**config.mk**
```make
export PLATFORM = sky130hd
export DESIGN_NAME = rs_xor_stage
export DESIGN_NICKNAME = d
export VERILOG_FILES = /design/src/rtl/rs_pkg.sv /design/src/rtl/rs_muller.sv /design/src/rtl/rs_xor_cell.sv /design/src/rtl/rs_half_buffer.sv /design/src/rtl/rs_code_alarm.sv /design/src/rtl/rs_xor_stage.sv
export SDC_FILE = /design/constraint.sdc
export NUM_CORES = 1
export LEC_CHECK = 0
export BUFFER_PORTS_ARGS = -buffer_cell sky130_fd_sc_hd__buf_2
export CORE_MARGIN = 3
export CORE_UTILIZATION = 35
export CTS_BUF_LIST = sky130_fd_sc_hd__clkbuf_4 sky130_fd_sc_hd__clkbuf_8 sky130_fd_sc_hd__clkbuf_16
export DETAILED_ROUTE_END_ITERATION = 6
export SYNTH_ARGS = -nofsm -noshare
export SYNTH_HDL_FRONTEND = slang
export SYNTH_SLANG_ARGS = --single-unit
```
**constraint.sdc**
```tcl
create_clock -name clk -period 1.3 [get_ports clk]
set_clock_uncertainty 0.1 [all_clocks]
set_input_delay 0.195 -clock clk [delete_from_list [all_inputs] [get_ports clk]]
set_output_delay 0.195 -clock clk [all_outputs]
set_load 0.02 [all_outputs]
```
**src/rtl/rs_pkg.sv**
```systemverilog
package rs_pkg;
  typedef enum logic [1:0] {
    DR_NULL = 2'b00,
    DR_ZERO = 2'b01,
    DR_ONE  = 2'b10,
    DR_BAD  = 2'b11
  } dr_code_e;
endpackage

```
**src/rtl/rs_muller.sv**
```systemverilog
module rs_muller #(
  parameter int   NIN  = 2,
  parameter logic INIT = 1'b0
) (
  input  logic           clk,
  input  logic           rst,
  input  logic [NIN-1:0] in_v,
  output logic           q
);
  always_ff @(posedge clk) begin
    if (rst)            q <= INIT;
    else if (&in_v)     q <= 1'b1;
    else if (~|in_v)    q <= 1'b0;
  end

  // with disagreeing inputs the element keeps its state
  assert_hold_R3: assert property (@(posedge clk) disable iff (rst)
    ((|in_v) && !(&in_v)) |=> (q == $past(q)));
endmodule

```
**src/rtl/rs_xor_cell.sv**
```systemverilog
module rs_xor_cell (
  input  logic       clk,
  input  logic       rst,
  input  logic [1:0] a,
  input  logic [1:0] b,
  output logic [1:0] o
);
  logic [1:0] pair [4];
  logic [3:0] m;

  assign pair[0] = {a[0], b[0]};
  assign pair[1] = {a[1], b[1]};
  assign pair[2] = {a[0], b[1]};
  assign pair[3] = {a[1], b[0]};

  for (genvar k = 0; k < 4; k++) begin : g_mc
    rs_muller #(.NIN(2), .INIT(1'b0)) u_mc (
      .clk (clk),
      .rst (rst),
      .in_v(pair[k]),
      .q   (m[k])
    );
  end

  assign o[0] = m[0] | m[1];
  assign o[1] = m[2] | m[3];
endmodule

```
**src/rtl/rs_half_buffer.sv**
```systemverilog
module rs_half_buffer #(
  parameter int N_BITS = 2
) (
  input  logic                clk,
  input  logic                rst,
  input  logic [2*N_BITS-1:0] comp,
  input  logic                out_ack,
  output logic [2*N_BITS-1:0] rails,
  output logic [N_BITS-1:0]   ack
);
  logic [N_BITS-1:0] valid;

  for (genvar i = 0; i < N_BITS; i++) begin : g_bit
    logic [N_BITS-1:0] others_v;
    logic              sync_ok;

    assign valid[i]  = comp[2*i] | comp[2*i+1];
    assign others_v  = valid | (N_BITS'(1) << i);
    assign sync_ok   = &others_v;

    for (genvar r = 0; r < 2; r++) begin : g_rail
      rs_muller #(.NIN(3), .INIT(1'b0)) u_mr (
        .clk (clk),
        .rst (rst),
        .in_v({comp[2*i+r], sync_ok, ~out_ack}),
        .q   (rails[2*i+r])
      );
    end

    assign ack[i] = rails[2*i] | rails[2*i+1];
  end

  // acknowledges leave the empty state only all together
  assert_rise_together_R7: assert property (@(posedge clk) disable iff (rst)
    (ack == '0) |=> ((ack == '0) || (&ack)));

  // no capture while the consumer still acknowledges
  assert_bubble_R5: assert property (@(posedge clk) disable iff (rst)
    ((ack == '0) && out_ack) |=> (ack == '0));

  // no return to spacer before the consumer acknowledges
  assert_spacer_R6: assert property (@(posedge clk) disable iff (rst)
    (!out_ack) |=> ((ack & $past(ack)) == $past(ack)));
endmodule

```
**src/rtl/rs_code_alarm.sv**
```systemverilog
module rs_code_alarm
  import rs_pkg::*;
#(
  parameter int N_BITS = 2
) (
  input  logic                clk,
  input  logic                rst,
  input  logic [2*N_BITS-1:0] rails,
  output logic                flag
);
  logic [N_BITS-1:0] bad;

  for (genvar i = 0; i < N_BITS; i++) begin : g_chk
    assign bad[i] = (rails[2*i +: 2] == DR_BAD);
  end

  always_ff @(posedge clk) begin
    if (rst) flag <= 1'b0;
    else     flag <= flag | (|bad);
  end

  // an illegal code raises the flag one edge later
  assert_raise_R8: assert property (@(posedge clk) disable iff (rst)
    (|bad) |=> flag);

  // the flag only clears through reset
  assert_sticky_R9: assert property (@(posedge clk) disable iff (rst)
    flag |=> flag);
endmodule

```
**src/rtl/rs_xor_stage.sv**
```systemverilog
module rs_xor_stage #(
  parameter int N_BITS = 2
) (
  input  logic                clk,
  input  logic                rst,
  input  logic [2*N_BITS-1:0] a_rails,
  input  logic [2*N_BITS-1:0] b_rails,
  output logic [N_BITS-1:0]   in_ack,
  output logic [2*N_BITS-1:0] out_rails,
  input  logic                out_ack,
  output logic                code_err
);
  localparam int W = 2 * N_BITS;

  logic [W-1:0] comp;

  for (genvar i = 0; i < N_BITS; i++) begin : g_xor
    rs_xor_cell u_cell (
      .clk(clk),
      .rst(rst),
      .a  (a_rails[2*i +: 2]),
      .b  (b_rails[2*i +: 2]),
      .o  (comp[2*i +: 2])
    );
  end

  rs_half_buffer #(.N_BITS(N_BITS)) u_hb (
    .clk    (clk),
    .rst    (rst),
    .comp   (comp),
    .out_ack(out_ack),
    .rails  (out_rails),
    .ack    (in_ack)
  );

  rs_code_alarm #(.N_BITS(N_BITS)) u_alarm (
    .clk  (clk),
    .rst  (rst),
    .rails(out_rails),
    .flag (code_err)
  );

  // reset leaves everything empty and quiet
  assert_reset_R10: assert property (@(posedge clk)
    $past(rst) |-> ((out_rails == '0) && (code_err == 1'b0)));
endmodule

```
; ---- Word level (Yosys, flattened, before mapping)
; Cells that the tools add are included.
; W data, S select, Z words.
[classes]
n_eq_ne = 14
n_reduce_logical = 25
bitwise = 10
n_mux = 24
[op_table]
columns = cell, n
row1 = $mux W1, 24
row2 = $ne A2 B2 Y1 const B, 12
row3 = $reduce_or A2 Y1, 9
row4 = $reduce_and A2 Y1, 8
row5 = $reduce_and A3 Y1, 4
row6 = $reduce_or A3 Y1, 4
row7 = $or A1 B1 Y1, 9
row8 = $eq A2 B2 Y1 const B, 2
row9 = $not A1 Y1, 1
[totals]
word_cells = 86
reg_bits = 13
input_bits = 11

; ---- Logic depth before layout (Yosys ltp)
; Gate-level depths: netlist of the first run.
[depth]
depth_word = 5
depth_mapped = 3

; ---- Hierarchy
; From an unflattened synthesis of the first run, not the netlist that was laid out.
[hier_totals]
cells_unflattened = 64
hier_area_um2 = 633.1
[by_module_without_submodules]
columns = mod, area_per_inst_um2, cells_each, seq_area_each_um2, n_inst
row1 = rs_muller at g_xor[0].u_cell.g_mc[0].u_mc ..., 46.3, 4, 20.0, 8
row2 = rs_muller at u_hb.g_bit[0].g_rail[0].u_mr ..., 42.5, 5, 20.0, 4
row3 = rs_code_alarm, 38.8, 3, 20.0, 1
row4 = rs_half_buffer, 28.8, 5, 0.0, 1
row5 = rs_xor_cell, 12.5, 2, 0.0, 2

; ---- Worst setup path after synthesis of the first run
; Ideal clock, no wire load.
[synth_timing]
kind = register -> register
from = register g_xor[1].u_cell.g_mc[2].u_mc.q
to = register u_hb.g_bit[0].g_rail[0].u_mr.q
t_arrival_ns = 0.774
stages_incl_launch_ff = 4
t_required_ns = 1.078
path_buffers = 0
period_less_slack_ns = 0.996
setup_slack_ns = 0.304
setup_time_ns = 0.122
cell_sequence = dfxtp_1 nor4_2 o21bai_1 a21oi_1
[synth_via]
elab_chain_len = 4
[synth_rtl]
columns = item, line_no
row1 = from (decl), rs_muller.sv:8  ; output logic q
row2 = from (signal assigned), rs_muller.sv:11  ; if (rst) q <= INIT;
row3 = from (signal assigned), rs_muller.sv:12  ; else if (&in_v) q <= 1'b1;
row4 = from (signal assigned), rs_muller.sv:13  ; else if (~|in_v) q <= 1'b0;
row5 = $or A1 B1 Y1 (*), rs_xor_cell.sv:26  ; assign o[1] = m[2] | m[3];
row6 = $or A1 B1 Y1 (*), rs_half_buffer.sv:17  ; assign valid[i] = comp[2*i] | comp[2*i+1];
row7 = $reduce_and A3 Y1 / $reduce_or A3 Y1 (equally long branches), "rs_muller.sv:12, rs_muller.sv:13"
row8 = $ne A2 B2 Y1 (no line) / $mux W1 (equally long branches), --
row9 = to (signal assigned), rs_muller.sv:11
row10 = to (signal assigned), rs_muller.sv:12
row11 = to (signal assigned), rs_muller.sv:13
row12 = to (decl), rs_muller.sv:8
; Mark *: on every way between the ends. The rest lies on a longest branch, timed or not.
; A chain may end at the register's enable or synchronous reset.

; ---- Final worst setup path of the first run
[layout_timing]
from = register u_hb.g_bit[0].g_rail[1].u_mr.q
to = output port in_ack[0]
[layout_via]
elab_chain_len = 1
[layout_rtl]
columns = item, line_no
row1 = from (decl), rs_muller.sv:8
row2 = from (signal assigned), rs_muller.sv:11
row3 = from (signal assigned), rs_muller.sv:12
row4 = from (signal assigned), rs_muller.sv:13
row5 = $or A1 B1 Y1, rs_half_buffer.sv:30  ; assign ack[i] = rails[2*i] | rails[2*i+1];
row6 = to (decl), rs_xor_stage.sv:8  ; output logic [N_BITS-1:0] in_ack,
; Every way passes these cells.

==> results.ini, run 1 <==
[synth]
syn-cell-area_um2 = 679.4
netlist_top_cells_area = dfxtp_1 38%, ha_1 15%, mux2i_1 12%
yosysMostFrequentCell = dfxtp_1
seq_area_frac_synth = 0.3831
async_flop_share = 0
syn_nets = 84
synth_edf_count = 0
ys.flop_type = dfxtp_1
syn_inst = 65
yosys.area.top_type = dfxtp_1
ys_ff_latch = 13
netlist.area_leader.share = 0.3831
yosysWarnings = 0
synth_common_cells = 13 x dfxtp_1, 9 x nor2_1, 8 x ha_1, 8 x mux2i_1
avgSynthCellArea_um2 = 10.45
yosysUniqueCellTypes = 14

[setup_path]
ff2ff_path_depth = 3
cp.arrival_ns = 0.97
r2r_slack_ns = 0.14
cp.required_ns = 1.00
worst-path-max-fanout = 2
timing.rr.start = g_xor[0].u_cell.g_mc[3].u_mc.q
end_kind = output port
startpoint_type = flip-flop
crit_type = reg -> out
r2r_end = u_hb.g_bit[1].g_rail[1].u_mr.q

[route]
wl_per_cell_um = 12.10
vias = 545
drc_errors = 0
routed_wl_mm = 1.331
first_iter_violations = 7
antenna_left = 0
viasPerCell = 4.955
firstDrtPassIters = 2

[place]
placed_area_um2 = 760.7
preCtsSetupSlack_ns = 0.1551
dp_hpwl_um = 987.6
portBuffers = 17
gp_congestion = 0.7920

[worst_hold_path]
min_path_type = in -> reg
holdPathStages = 2
hold_end = g_xor[0].u_cell.g_mc[0].u_mc.q
hold_start = rst

[finish]
design_area_um2 = 843.3
multi_input_area_um2 = 385.4
area_delta_synth_final_pct = 24.13
nFillCells = 178
final_nets = 105
num_antenna_cells = 0
final_layout_size_suffix_gt1_frac = 0.4353
final-seq-area_um2 = 265.3

[sta]
rsz0062_at_grt = no
period_share = 0.9704
fmax_ghz = 0.7927
finalSetupTns_ns = 0
max_slew_margin = 0.7932
whs_ns = 0.1503
worst_pin_slew_ns = 0.3076
finalCriticalPeriod_ns = 1.262
finalMaxSlewViolations = 0
setup_ws_ns = 0.03846
hold_viol = 0
setup_violations = 0

[pwr]
ir_drop_mv = 0.3419
power_density_nw_per_um2 = 1020
p_leak_nw = 0.4324
total_power_uw = 860.4

[clock_network]
cts_tree = yes
htreeDepth = 1
ctsLongestPathBuffers = 2
root_buffer = clkbuf_4
cts.sinks = 13
numCtsBuffers = 3
clk_latency_ns = 0.28
clk_pin_slew_worst_paths_ns = 0.08

[global_route]
antenna_found_initial = 0
grt_pass1_wl_mm = 2.311
grt_start_max_net_pins = 14
grt_overflow_total = 0
track_usage = 0.1215
grt_pass1_vias = 520

[floorplanning]
die_area_um2 = 2506
die_h_um = 50.06
start_util = 0.3811
core_area_um2 = 1783
die_x_um = 50.06
io_pins = 18
row_count = 15

[flow_run]
cap_violations = 0

[run_status]
status = completed

## through the flow
stage,util,cells
2_1_floorplan,-,65
3_3_place_gp,0.4267,102
3_5_place_dp,0.4267,102
4_1_cts,0.4730,110
5_1_grt,0.4730,110
6_report,0.4730,110
## worst max-delay path, stage by stage (launching register included)
cell     delay (ns)
dfxtp_2        0.33
or2_4          0.24
buf_6          0.13
## placed cells by master (no fill, tap or decap), drive strengths merged
master	netlist	final
o21ba	4	4
a21oi	4	4
nor2	9	9
inv	1	1
a221oi	1	1
buf	5	21
o21bai	4	4
nor4	2	2
o31ai	4	4
ha	8	8
clkbuf	0	4
or2	2	2
dfxtp	13	13
mux2i	8	8
## kinds of logic after synthesis
| logic type | count (synthesis) | share of synthesized area |
|---|---|---|
| buffers and inverters | 6 | 0.05708 |
| adders and majority gates | 8 | 0.1473 |
| DFF | 13 | 0.3831 |
| AOI/OAI and AO/OA | 17 | 0.1897 |
| muxes | 8 | 0.1179 |
| and+or+nand+nor | 13 | 0.1050 |
## how the worst max path moves through the flow
stage | from | end | slack (ns) | depth (start not counted)
final | u_hb.g_bit[0].g_rail[1].u_mr.q | in_ack[0] | 0.04 | 2
after global routing | u_hb.g_bit[1].g_rail[1].u_mr.q | in_ack[1] | 0.007 | 2
after CTS | u_hb.g_bit[1].g_rail[0].u_mr.q | in_ack[1] | 0.02 | 2
after detailed placement | g_xor[0].u_cell.g_mc[3].u_mc.q | u_hb.g_bit[1].g_rail[1].u_mr.q | 0.16 | 3
after global placement | g_xor[0].u_cell.g_mc[3].u_mc.q | u_hb.g_bit[1].g_rail[0].u_mr.q | 0.16 | 3
after floorplan | g_xor[1].u_cell.g_mc[2].u_mc.q | u_hb.g_bit[0].g_rail[0].u_mr.q | 0.30 | 3
## sequential cells by signal (all words and copies together), names as in the netlist
register,flops
u_alarm.flag,1
g_xor.u_cell.g_mc.u_mc.q,8
u_hb.g_bit.g_rail.u_mr.q,4
## power breakdown
part	internal [mW]	total (mW)	switching (mW)
Sequential	0.415	0.432	0.0170
Combinational	0.0826	0.149	0.0666
Clock	0.140	0.279	0.139
## cell type report
type / instances / area share
multi-input cells: 46 / 0.4570
inverters: 1 / 0.004451
repair buffers: 21 / 0.1513
flip-flops and latches: 13 / 0.3145
clock buffers: 4 / 0.03561
well taps: 25 / 0.03709
## what timing repair did
item,4_1_cts,5_1_grt
hold buffers,0,0
pin swaps,0,1
buffers inserted,4,0
endpoints found under the setup margin,2,1
resized for setup,10,0
hold endpoints to repair,0,0
## metal layers
metal  global-route usage  wire length, um  share of wire
met1               0.1517              598           0.45
met2               0.1870              659           0.50
met3              0.02115               43          0.032
met4              0.08295               29          0.022
met5                    0                0              0
(Power assumes the default switching activity.)
==> run 2, diff against run 1 <==
Settings changed: CELL_PAD_IN_SITES_DETAIL_PLACEMENT from default to 1, CELL_PAD_IN_SITES_GLOBAL_PLACEMENT from default to 2, CORE_UTILIZATION 35 to 30, PLACE_DENSITY_LB_ADDON from default to 0.1, RECOVER_POWER from default to 50.
==> run 2 against run 1 <==
Net effect: largest power group unchanged; non-clock buffer count stayed put; worst setup slack worse by 0.0056 ns; die area is 15% higher; routed wire length is 13% higher; first-iteration DRC count is 86% lower; critical path depth stayed put; sequential share of layout area stayed put; sequential power hardly changed; highest routed layer unchanged; via count is 0.73% lower; global-route usage is 0.52 points higher; combinational power hardly changed.
==> results.ini, run 2 (synthesis results as in run 1) <==
[floorplanning]
die_area_um2 = 2872  ; was 2506 um^2
io_pins = 18  ; unchanged
die_x_um = 53.59  ; was 50.06 um
row_count = 16  ; was 15
die_h_um = 53.59  ; was 50.06 um
core_area_um2 = 2042  ; was 1783 um^2
start_util = 0.3327  ; was 0.3811

[setup_path]
startpoint_type = flip-flop  ; unchanged
cp-startpoint = u_hb.g_bit[1].g_rail[1].u_mr.q  ; was u_hb.g_bit[0].g_rail[1].u_mr.q
r2r_end = u_hb.g_bit[1].g_rail[1].u_mr.q  ; unchanged
worst-path-max-fanout = 2  ; unchanged
r2r_slack_ns = 0.17  ; was 0.14 ns
cpPeakStageDelay_ns = 0.33  ; about the same
cp.arrival_ns = 0.97  ; about the same
crit_family = flip-flops  ; unchanged
critPathBufInv = 1  ; unchanged
cp.required_ns = 1.00  ; about the same
crit_end = in_ack[1]  ; was in_ack[0]
cp_cell_sequence = or2_4 -> buf_6  ; unchanged
cp_num_cells = 2  ; unchanged
crit_slowest_cell = dfxtp_2  ; unchanged
end_kind = output port  ; unchanged
ff2ff_path_depth = 3  ; unchanged
crit_type = reg -> out  ; unchanged
timing.rr.start = g_xor[0].u_cell.g_mc[3].u_mc.q  ; unchanged

[place]
dp_hpwl_mm = 1.121  ; was 987.6 um
gp_congestion = 0.6766  ; was 0.7920
portBuffers = 17  ; unchanged
numPlacedInstances = 104  ; was 102
preCtsSetupSlack_ns = 0.1574  ; was 0.1551 ns

[finish]
largest_reg_flops = 8  ; unchanged
final_layout_size_suffix_gt1_frac = 0.4353  ; unchanged
final_nets = 105  ; unchanged
final_cell_mix = 15 x buf_2, 9 x nor2_1, 9 x dfxtp_1, 8 x mux2i_1, 8 x ha_1  ; unchanged
area_delta_synth_final_pct = 24.13  ; unchanged
top_register = g_xor.u_cell.g_mc.u_mc.q  ; unchanged
layout_commonest_cell = buf_2  ; unchanged
num_antenna_cells = 0  ; unchanged
top_regs = g_xor.u_cell.g_mc.u_mc.q x8, u_hb.g_bit.g_rail.u_mr.q x4, u_alarm.flag x1  ; unchanged
stdcell_count = 112  ; was 110

[flow_run]
cap_violations = 0  ; unchanged

[run_status]
status = completed  ; unchanged

[global_route]
grt_pass1_vias = 557  ; was 520
grt_pass1_wl_mm = 2.566  ; was 2.311 mm
grt_start_max_net_pins = 14  ; unchanged
grt_overflow_total = 0  ; unchanged
track_usage = 0.1267  ; was 0.1215
antenna_found_initial = 0  ; unchanged

[sta]
whs_ns = 0.1435  ; was 0.1503 ns
finalMaxSlewViolations = 0  ; unchanged
rsz0062_at_grt = yes  ; was no
fmax_ghz = 0.7892  ; was 0.7927 GHz
setup_violations = 0  ; unchanged
hold_viol = 0  ; unchanged
period_share = 0.9747  ; was 0.9704
finalCriticalPeriod_ns = 1.267  ; was 1.262 ns
worst_pin_slew_ns = 0.2743  ; was 0.3076 ns
max_slew_margin = 0.8156  ; was 0.7932
setup_ws_ns = 0.03291  ; was 0.03846 ns

[worst_hold_path]
min_path_type = in -> reg  ; unchanged

[route]
viasPerCell = 4.830  ; was 4.955
routed_wl_mm = 1.501  ; was 1.331 mm
antenna_left = 0  ; unchanged
firstDrtPassIters = 4  ; was 2
wl_per_cell_um = 13.40  ; was 12.10 um
drc_errors = 0  ; unchanged
first_iter_violations = 1  ; was 7
vias = 541  ; was 545

[clock_network]
cts_tree = yes  ; unchanged
numCtsBuffers = 3  ; unchanged
cts.sinks = 13  ; unchanged
ctsLongestPathBuffers = 2  ; unchanged
htreeDepth = 1  ; unchanged
clk_latency_ns = 0.28  ; about the same
root_buffer = clkbuf_4  ; unchanged
clk_pin_slew_worst_paths_ns = 0.09  ; was 0.08 ns

[pwr]
ir_drop_mv = 0.3911  ; was 0.3419 mV
p_leak_nw = 0.4317  ; was 0.4324 nW
power_density_nw_per_um2 = 1005  ; was 1020 nW/um^2

==> run 2: how the worst min path moves through the flow <==
stage | start | endpoint | slack [ns] | cells past startpoint
final | rst | g_xor[1].u_cell.g_mc[0].u_mc.q | 0.14 | 2
after global routing | rst | g_xor[1].u_cell.g_mc[3].u_mc.q | 0.15 | 2
after CTS | rst | g_xor[1].u_cell.g_mc[2].u_mc.q | 0.14 | 2
after detailed placement | u_alarm.flag | u_alarm.flag | 0.38 | 2
after global placement | u_alarm.flag | u_alarm.flag | 0.35 | 2
after floorplan | rst | u_hb.g_bit[0].g_rail[1].u_mr.q | 0.16 | 1
==> run 2: timing repair <==
action,in CTS,in global routing
setup buffers,4,0
hold buffers,0,0
gates cloned,0,0
resized for setup,10,0
setup endpoints to repair,2,1
pin swaps,0,1
==> run 2: worst reg2reg max path, stage by stage, from the launching register on <==
cell,delay (ns)
dfxtp_1,0.35
nor4_2,0.34
o21bai_1,0.15
a21oi_1,0.08
==> run 2: per-layer routing <==
| layer | track usage | wire length (um) | vias to the layer above |
|---|---|---|---|
| met5 | 0 | 0 | - |
| met4 | 0.07660 | 10 | 0 |
| met3 | 0.02493 | 85 | 2 |
| met2 | 0.1939 | 665 | 16 |
| met1 | 0.1630 | 740 | 252 |
| li1 | - | - | 271 |
==> run 2: through the flow <==
step	utilization	TNS, ns	power, mW	cell area, um^2
after detailed placement	0.3738	0	0.5809	763.2
after floorplan	-	0	0.5376	679.4
after CTS	0.4130	0	0.8651	843.3
final	0.4130	0	0.8472	843.3
after global routing	0.4130	-0.005611	0.8986	843.3
after global placement	0.3738	0	0.5796	763.2
==> run 2: layout make-up <==
class | count | area, um^2
well taps | 27 | 33.78
multi-input cells | 46 | 385.4
clock inverters | 1 | 5.005
flip-flops and latches | 13 | 265.3
inverters | 1 | 3.754
repair buffers | 21 | 127.6
clock buffers | 3 | 22.52
fillers | 252 | 1199
==> run 2: where the power goes <==
| group | switching [mW] | internal (mW) | leakage (nW) |
|---|---|---|---|
| Clock | 0.149 | 0.114 | 0.0177 |
| Sequential | 0.0179 | 0.415 | 0.108 |
| Combinational | 0.0679 | 0.0830 | 0.306 |
| Total | 0.235 | 0.612 | 0.432 |
